<file path="src/rtl/i2c_ctl_pkg.sv">
package i2c_ctl_pkg;
  localparam int CTRL_W = 8;
  localparam int STAT_W = 8;

  // control register bit positions
  localparam int B_EN   = 7;
  localparam int B_EXIT = 6;
  localparam int B_WREL = 5;
  localparam int B_STT  = 1;
  localparam int B_SPT  = 0;

  // status bit positions
  localparam int S_MST  = 7;
  localparam int S_BUSY = 6;
  localparam int S_EXT  = 5;
  localparam int S_ADDR = 4;
  localparam int S_TRC  = 3;
  localparam int S_ACK  = 2;
  localparam int S_STD  = 1;
  localparam int S_SPD  = 0;

  localparam logic [CTRL_W-1:0] CMD_MASK = CTRL_W'((1 << B_EXIT) | (1 << B_WREL));
  localparam logic [STAT_W-1:0] EXIT_CLR = STAT_W'((1 << S_MST) | (1 << S_EXT) |
    (1 << S_ADDR) | (1 << S_TRC) | (1 << S_ACK) | (1 << S_STD));

  typedef struct packed {
    logic en;
    logic exitCmd;
    logic waitRel;
    logic disableCmd;
    logic glitchStart;
  } ctlStrobe_t;
endpackage

</file>
<file path="src/rtl/i2c_ctl_regs.sv">
module i2c_ctl_regs
  import i2c_ctl_pkg::*;
(
  input  logic              clk,
  input  logic              rstN,
  input  logic              wrEn,
  input  logic [CTRL_W-1:0] wrData,
  input  logic              sclIn,
  input  logic              sdaIn,
  input  logic              filterOn,
  output logic [CTRL_W-1:0] rdData,
  output ctlStrobe_t        strobe
);
  logic [CTRL_W-1:0] ctrlQ;
  logic enQ;

  assign enQ = ctrlQ[B_EN];

  always_ff @(posedge clk) begin
    if (!rstN) begin
      ctrlQ <= '0;
    end else if (wrEn) begin
      if (!enQ) begin
        // only the enable bit is live while disabled
        ctrlQ       <= '0;
        ctrlQ[B_EN] <= wrData[B_EN];
      end else if (!wrData[B_EN]) begin
        ctrlQ <= '0;
      end else begin
        ctrlQ <= wrData & ~CMD_MASK;
        if (wrData[B_EXIT]) begin
          ctrlQ[B_STT] <= 1'b0;
          ctrlQ[B_SPT] <= 1'b0;
        end
      end
    end
  end

  assign rdData = ctrlQ;

  always_comb begin
    strobe.en          = enQ;
    strobe.exitCmd     = wrEn && enQ && wrData[B_EN] && wrData[B_EXIT];
    strobe.waitRel     = wrEn && enQ && wrData[B_EN] && wrData[B_WREL];
    strobe.disableCmd  = wrEn && enQ && !wrData[B_EN];
    strobe.glitchStart = wrEn && !enQ && wrData[B_EN] && sclIn && !sdaIn && filterOn;
  end
endmodule

</file>
<file path="src/rtl/i2c_ctl_flags.sv">
module i2c_ctl_flags
  import i2c_ctl_pkg::*;
(
  input  logic              clk,
  input  logic              rstN,
  input  ctlStrobe_t        strobe,
  input  logic              evStart,
  input  logic              evStop,
  input  logic              evAddrMatch,
  input  logic              evExtCode,
  input  logic              evAckDet,
  input  logic              setMaster,
  input  logic              setTx,
  input  logic              ninthWait,
  input  logic              txBitLow,
  output logic [STAT_W-1:0] statusOut,
  output logic              sclDrvLow,
  output logic              sdaDrvLow,
  output logic              standby
);
  logic [STAT_W-1:0] statQ;
  logic standbyQ, sawStartQ, waitHoldQ;
  logic setOk, wakeOk;

  assign setOk  = strobe.en && !standbyQ;
  assign wakeOk = strobe.en && standbyQ && sawStartQ;

  always_ff @(posedge clk) begin
    if (!rstN) begin
      statQ     <= '0;
      standbyQ  <= 1'b0;
      sawStartQ <= 1'b0;
      waitHoldQ <= 1'b0;
    end else begin
      // bus conditions are tracked whenever enabled
      if (strobe.en && evStart) begin
        statQ[S_STD]  <= 1'b1;
        statQ[S_BUSY] <= 1'b1;
        statQ[S_SPD]  <= 1'b0;
        if (standbyQ) sawStartQ <= 1'b1;
      end
      if (strobe.en && evStop) begin
        statQ         <= '0;
        statQ[S_SPD]  <= 1'b1;
        standbyQ      <= 1'b0;
        sawStartQ     <= 1'b0;
        waitHoldQ     <= 1'b0;
      end
      if ((setOk || wakeOk) && evAddrMatch) statQ[S_ADDR] <= 1'b1;
      if ((setOk || wakeOk) && evExtCode)   statQ[S_EXT]  <= 1'b1;
      if (wakeOk && (evAddrMatch || evExtCode)) begin
        standbyQ  <= 1'b0;
        sawStartQ <= 1'b0;
      end
      if (setOk && setMaster) statQ[S_MST] <= 1'b1;
      if (setOk && setTx)     statQ[S_TRC] <= 1'b1;
      if (setOk && evAckDet)  statQ[S_ACK] <= 1'b1;
      if (setOk && ninthWait) waitHoldQ    <= 1'b1;
      if (strobe.waitRel && waitHoldQ) begin
        waitHoldQ    <= 1'b0;
        statQ[S_TRC] <= 1'b0;
      end
      if (strobe.glitchStart) begin
        statQ[S_STD]  <= 1'b1;
        statQ[S_BUSY] <= 1'b1;
      end
      // exit and disable override every set above
      if (strobe.exitCmd) begin
        statQ     <= statQ & ~EXIT_CLR;
        standbyQ  <= 1'b1;
        sawStartQ <= 1'b0;
        waitHoldQ <= 1'b0;
      end
      if (strobe.disableCmd) begin
        statQ     <= '0;
        standbyQ  <= 1'b0;
        sawStartQ <= 1'b0;
        waitHoldQ <= 1'b0;
      end
    end
  end

  assign statusOut = statQ;
  assign standby   = standbyQ;
  assign sclDrvLow = waitHoldQ;
  assign sdaDrvLow = setOk && statQ[S_TRC] && txBitLow;
endmodule

</file>
<file path="src/rtl/i2c_ctl_seq.sv">
module i2c_ctl_seq
  import i2c_ctl_pkg::*;
(
  input  logic              clk,
  input  logic              rstN,
  input  logic              wrEn,
  input  logic [CTRL_W-1:0] wrData,
  output logic [CTRL_W-1:0] rdData,
  input  logic              sclIn,
  input  logic              sdaIn,
  input  logic              filterOn,
  input  logic              evStart,
  input  logic              evStop,
  input  logic              evAddrMatch,
  input  logic              evExtCode,
  input  logic              evAckDet,
  input  logic              setMaster,
  input  logic              setTx,
  input  logic              ninthWait,
  input  logic              txBitLow,
  output logic [STAT_W-1:0] statusOut,
  output logic              sclDrvLow,
  output logic              sdaDrvLow,
  output logic              standby
);
  ctlStrobe_t strobe;

  i2c_ctl_regs u_regs (
    .clk(clk), .rstN(rstN), .wrEn(wrEn), .wrData(wrData),
    .sclIn(sclIn), .sdaIn(sdaIn), .filterOn(filterOn),
    .rdData(rdData), .strobe(strobe)
  );

  i2c_ctl_flags u_flags (
    .clk(clk), .rstN(rstN), .strobe(strobe),
    .evStart(evStart), .evStop(evStop), .evAddrMatch(evAddrMatch),
    .evExtCode(evExtCode), .evAckDet(evAckDet), .setMaster(setMaster),
    .setTx(setTx), .ninthWait(ninthWait), .txBitLow(txBitLow),
    .statusOut(statusOut), .sclDrvLow(sclDrvLow), .sdaDrvLow(sdaDrvLow),
    .standby(standby)
  );
endmodule

</file>
<file path="config.mk">
export PLATFORM = sky130hd
export DESIGN_NAME = i2c_ctl_seq
export DESIGN_NICKNAME = d
export VERILOG_FILES = /design/src/rtl/i2c_ctl_pkg.sv /design/src/rtl/i2c_ctl_regs.sv /design/src/rtl/i2c_ctl_flags.sv /design/src/rtl/i2c_ctl_seq.sv
export SDC_FILE = /design/constraint.sdc
export NUM_CORES = 1
export LEC_CHECK = 0
export ABC_AREA = 1
export CAP_MARGIN = 25
export CORE_UTILIZATION = 41
export DETAILED_ROUTE_END_ITERATION = 12
export GPL_TIMING_DRIVEN = 0
export PLACE_DENSITY = 0.95
export SYNTH_ARGS = -nofsm -noshare
export SYNTH_HDL_FRONTEND = slang
export SYNTH_SLANG_ARGS = --single-unit
export TNS_END_PERCENT = 1
</file>
<file path="constraint.sdc">
create_clock -name clk -period 1.8 [get_ports clk]
set_input_delay 0.27 -clock clk [delete_from_list [all_inputs] [get_ports clk]]
set_output_delay 0.27 -clock clk [all_outputs]
set_load 0.05 [all_outputs]
</file>
# == Yosys cells after proc, flatten, opt, wreduce, memory -nomap -nowiden ==
# Index checks and enable logic that the tools add are counted.
# W data, S select, Z words.
# word_totals
out_inout_bits,19
elab_cells,78
register_bits,19
input_bits,23
# classes
bitwise,2
n_mux,17
reduce_logical,47
# ops
cell,count
$logic_and A1 B1 Y1,25
$mux W8,3
$reduce_bool A2 Y1,7
$mux W1,12
$reduce_and A2 Y1,3
$reduce_bool A3 Y1,2
$reduce_or A5 Y1,1
$logic_not A1 Y1,4
$mux W2,2
$reduce_or A4 Y1,1
$reduce_or A3 Y1,1
$logic_or A1 B1 Y1,2
$not A1 Y1,2
$reduce_or A2 Y1,1

# == Depth between registers and ports, before layout ==
# logic_depth
word_depth,8
mapped_depth,7
depth_no_buf,6

# == Modules after synthesis ==
# Synthesis repeated with hierarchy kept, for this count alone.
# hier_totals
hier_cells,124
hier_area_um2,822.0
# modules_own_cells
module,area_per_inst_um2,cells_per_inst,seq_area_each_um2,instances
i2c_ctl_flags,518.0,79,220.2,1
i2c_ctl_regs,304.0,45,120.1,1

# == Worst setup path after synthesis ==
# Ideal clock, no wire load.
# synth_timing
kind,reg-to-output
start,"register u_flags.standbyQ, in the netlist u_flags.standby"
end,output sdaDrvLow
slack_ns,0.336
t_arrival_ns,1.194
path_buffers,0
required_time_ns,1.530
path_stages_with_launch,3
cell_sequence,dfxtp_1 -> nor2_2 -> and3_1
# synth_via
elab_chain_cells,4
# synth_rtl
item,line,source
start: declaration,i2c_ctl_flags.sv:22,"logic standbyQ, sawStartQ, waitHoldQ;"
start signal: assignment,i2c_ctl_flags.sv:31,standbyQ <= 1'b0;
start signal: assignment,i2c_ctl_flags.sv:45,standbyQ <= 1'b0;
start signal: assignment,i2c_ctl_flags.sv:52,standbyQ <= 1'b0;
$logic_not A1 Y1,i2c_ctl_flags.sv:25,assign setOk = strobe.en && !standbyQ;
$logic_and A1 B1 Y1,i2c_ctl_flags.sv:25,
$logic_and A1 B1 Y1 (2 in a row),i2c_ctl_flags.sv:86,assign sdaDrvLow = setOk && statQ[S_TRC] && txBitLow;
end: declaration,i2c_ctl_seq.sv:23,"output logic sdaDrvLow,"
# Every way passes these cells.

# == Final worst setup path ==
# layout_timing
start,"register u_flags.statQ[3], in the netlist u_flags.statusOut[3]"
end,output statusOut[3]
# layout_lines
item,line,source
start: declaration,i2c_ctl_flags.sv:21,logic [STAT_W-1:0] statQ;
start signal: assignment,i2c_ctl_flags.sv:69,statQ <= statQ & ~EXIT_CLR;
end: declaration,i2c_ctl_seq.sv:21,"output logic [STAT_W-1:0] statusOut,"
# No word-level cell between the ends.

==> results.json <==
{
  "ys_types": 21,
  "cts_tree": "done",
  "grtUsageTotal_pct": 22.5,
  "synthTopCellsByArea": "dfxtp_1 (42%), nand2_1 (16%), nor2_1 (6.9%)",
  "die-area_mm2": 0.00216,
  "nets": 182,
  "die_w_um": 46.5,
  "pwr-share-seq_pct": 49.2,
  "drive_gt1_share_pct": 13.3,
  "cpLargestDelayFamily": "buffers and inverters",
  "fin_skew_ps": 15.1,
  "num_antenna_cells": 0,
  "p_leak_nw": 0.588,
  "layout.area.seq_um2": 340,
  "hold_ws_ps": 467,
  "synth_area_um2": 812,
  "slowest_stage": "clkdlybuf4s50_1",
  "synth_warnings": 0,
  "maxSlewViolCount": 0,
  "placedCellCount": 179,
  "rsz0062_at_grt": "no",
  "grt_max_degree": 11,
  "pin_count": 42,
  "layout.cells.non_filler": 183,
  "start_kind": "register",
  "cp-end-kind": "primary output",
  "cts.clk_slew.worst_paths_ps": 100,
  "critPathRequiredTime_ps": 1530,
  "crit_type": "reg2out",
  "wl_per_cell_um": 11.3,
  "multi_input_area_um2": 383,
  "status": "completed",
  "final_common_cell": "clkdlybuf4s50_1",
  "worst-path-buf-inv": 1,
  "antenna_left": 0,
  "drc_errors": 0,
  "synth-seq-area-share_pct": 41.9,
  "hold_class": "reg2reg",
  "dpl_cell_area_mm2": 0.00124,
  "yosysTopAreaCell": "dfxtp_1",
  "initial_core_util_pct": 45.5,
  "area_growth_pct": 55.2,
  "via_per_inst": 4.73,
  "drt_first_pass_iters": 4,
  "port_buffers": 39,
  "swShare_pct": 30.1,
  "fin_crit_ps": 1760,
  "finalWirelength_um": 2060,
  "synth_top_area_share_pct": 41.9,
  "worstPathCellList": "clkdlybuf4s50_1",
  "clk_path_buf_depth": 2,
  "coreArea_mm2": 0.00178,
  "mostFrequentLayoutCells": "clkdlybuf4s50_1 (35), nand2_1 (34), dfxtp_1 (17), nor2_1 (15), inv_1 (14)",
  "cellPowerDensity_mw_per_mm2": 637,
  "antenna_found_initial": 0,
  "p_comb_share_pct": 24.8,
  "grt_pass1_vias": 813,
  "overflow": 0,
  "vdd_drop_max_uv": 404,
  "clock.fmax_ghz": 0.568,
  "synth_seq_cells": 17,
  "grt_pass1_wl_um": 3310,
  "num_vias": 865,
  "cp.arrival_ps": 1490,
  "syn_inst": 114,
  "avgSynthCellArea_um2": 7.12,
  "gp_congestion": 0.760,
  "placementRows": 15,
  "power_uw": 803,
  "min_period_over_period_pct": 97.8,
  "numCtsBuffers": 3,
  "p_int_uw": 561,
  "final_core_util_pct": 70.7,
  "clock_sinks": 17,
  "p_switching_uw": 242,
  "die-height_um": 46.5,
  "p_clk_share_pct": 26.0,
  "hold_viol": 0,
  "n_fill_cell": 149,
  "slowest_delay_ps": 830,
  "ctsHtreeMaxLevel": 1,
  "tightest_slew_ps": 521,
  "drt_iter0_markers": 17,
  "relSlewSlack_pct": 65.1,
  "drv_cap": 0,
  "setup_violations": 0,
  "worstPathMaxFanout": 3,
  "clockRootBuffer": "clkbuf_4",
  "clock_latency_ps": 310,
  "hpwlAfterDp_um": 1630,
  "finalInstanceArea_mm2": 0.00126
}
[power groups by stage]
stage | registers, mW | clock network (mW) | logic [mW]
after floorplan | 0.441 | 0 | 0.0738
after global placement | 0.403 | 0 | 0.195
after detailed placement | 0.404 | 0 | 0.199
after CTS | 0.395 | 0.214 | 0.199
after global routing | 0.397 | 0.233 | 0.214
final | 0.395 | 0.209 | 0.199
[cell usage after synthesis]
cell / instances
a21oi_1: 9
a21oi_2: 3
a22oi_1: 2
and3_1: 1
buf_4: 3
buf_6: 1
conb_1: 1
dfxtp_1: 17
inv_1: 14
inv_4: 1
nand2_1: 34
nand2_2: 4
nand2_4: 1
nand3_1: 2
nor2_1: 15
nor2_2: 1
nor2_8: 1
o21ai_0: 1
o21ai_1: 1
o21ai_2: 1
o21bai_1: 1
[stage by stage]
stage / setup TNS (ps) / setup slack [ps]
after global routing: 0 / 6.40
after detailed placement: -141 / -141
final: 0 / 39.3
after CTS: 0 / 26.7
after floorplan: 0 / 336
after global placement: -135 / -135
[worst reg2reg max path, cell delays in order, from the launching register on]
cell	delay [ps]
dfxtp_1	350
buf_6	140
nand2_1	70
o21ai_2	250
inv_1	120
nand2_2	120
nor2_1	60
[layer usage]
layer | routed length [µm] | GRT usage (%) | vias to the layer above
li1 | - | - | 435
met5 | 0 | 0 | -
met4 | 95 | 14.7 | 0
met3 | 146 | 5.88 | 9
met2 | 992 | 38.9 | 40
met1 | 829 | 23.6 | 381
[repair_timing]
item / 4_1_cts / 5_1_grt
pin swaps: 0 / 0
buffers inserted: 0 / 0
setup endpoints to repair: 3 / 2
resized for setup: 7 / 2
hold buffers: 0 / 0
[path summary, 6_finish.rpt]
check	from	to	slack, ps	cells past startpoint
worst max-delay path	u_flags.statusOut[3]$_SDFFE_PP0P_	statusOut[3]	40	1
worst min-delay path	u_flags.statusOut[6]$_SDFFE_PP0P_	u_flags.statusOut[6]$_SDFFE_PP0P_	470	2
worst max register to register	u_regs.rdData[7]$_SDFFE_PN0P_	u_flags.statusOut[4]$_SDFFE_PP0P_	600	6
worst min register to register	u_flags.statusOut[6]$_SDFFE_PP0P_	u_flags.statusOut[6]$_SDFFE_PP0P_	470	2
[final cells by class]
type                       instances  share of cell area [%]
inverter                          15                    4.67
clock buffer                       4                    2.09
timing repair buffer              39                    30.7
buffer                             4                    2.68
sequential                        17                    27.0
multi-input combinational         79                    30.4
tap                               25                    2.48
[logic make-up after synthesis]
kind of cell | Yosys count | share of synthesized area, %
AOI/OAI and AO/OA | 18 | 13.9
buffers and inverters | 19 | 11.4
DFF | 17 | 41.9
other | 1 | 0.462
and+or+nand+nor | 59 | 32.4
[sequential cells by signal, indices dropped and copies added, names as in the netlist]
register and cells:
u_flags.sawStartQ 1, u_flags.sclDrvLow 1, u_flags.standby 1, u_flags.statusOut 8
u_regs.rdData 6
Power figures use the tool's default switching activity.
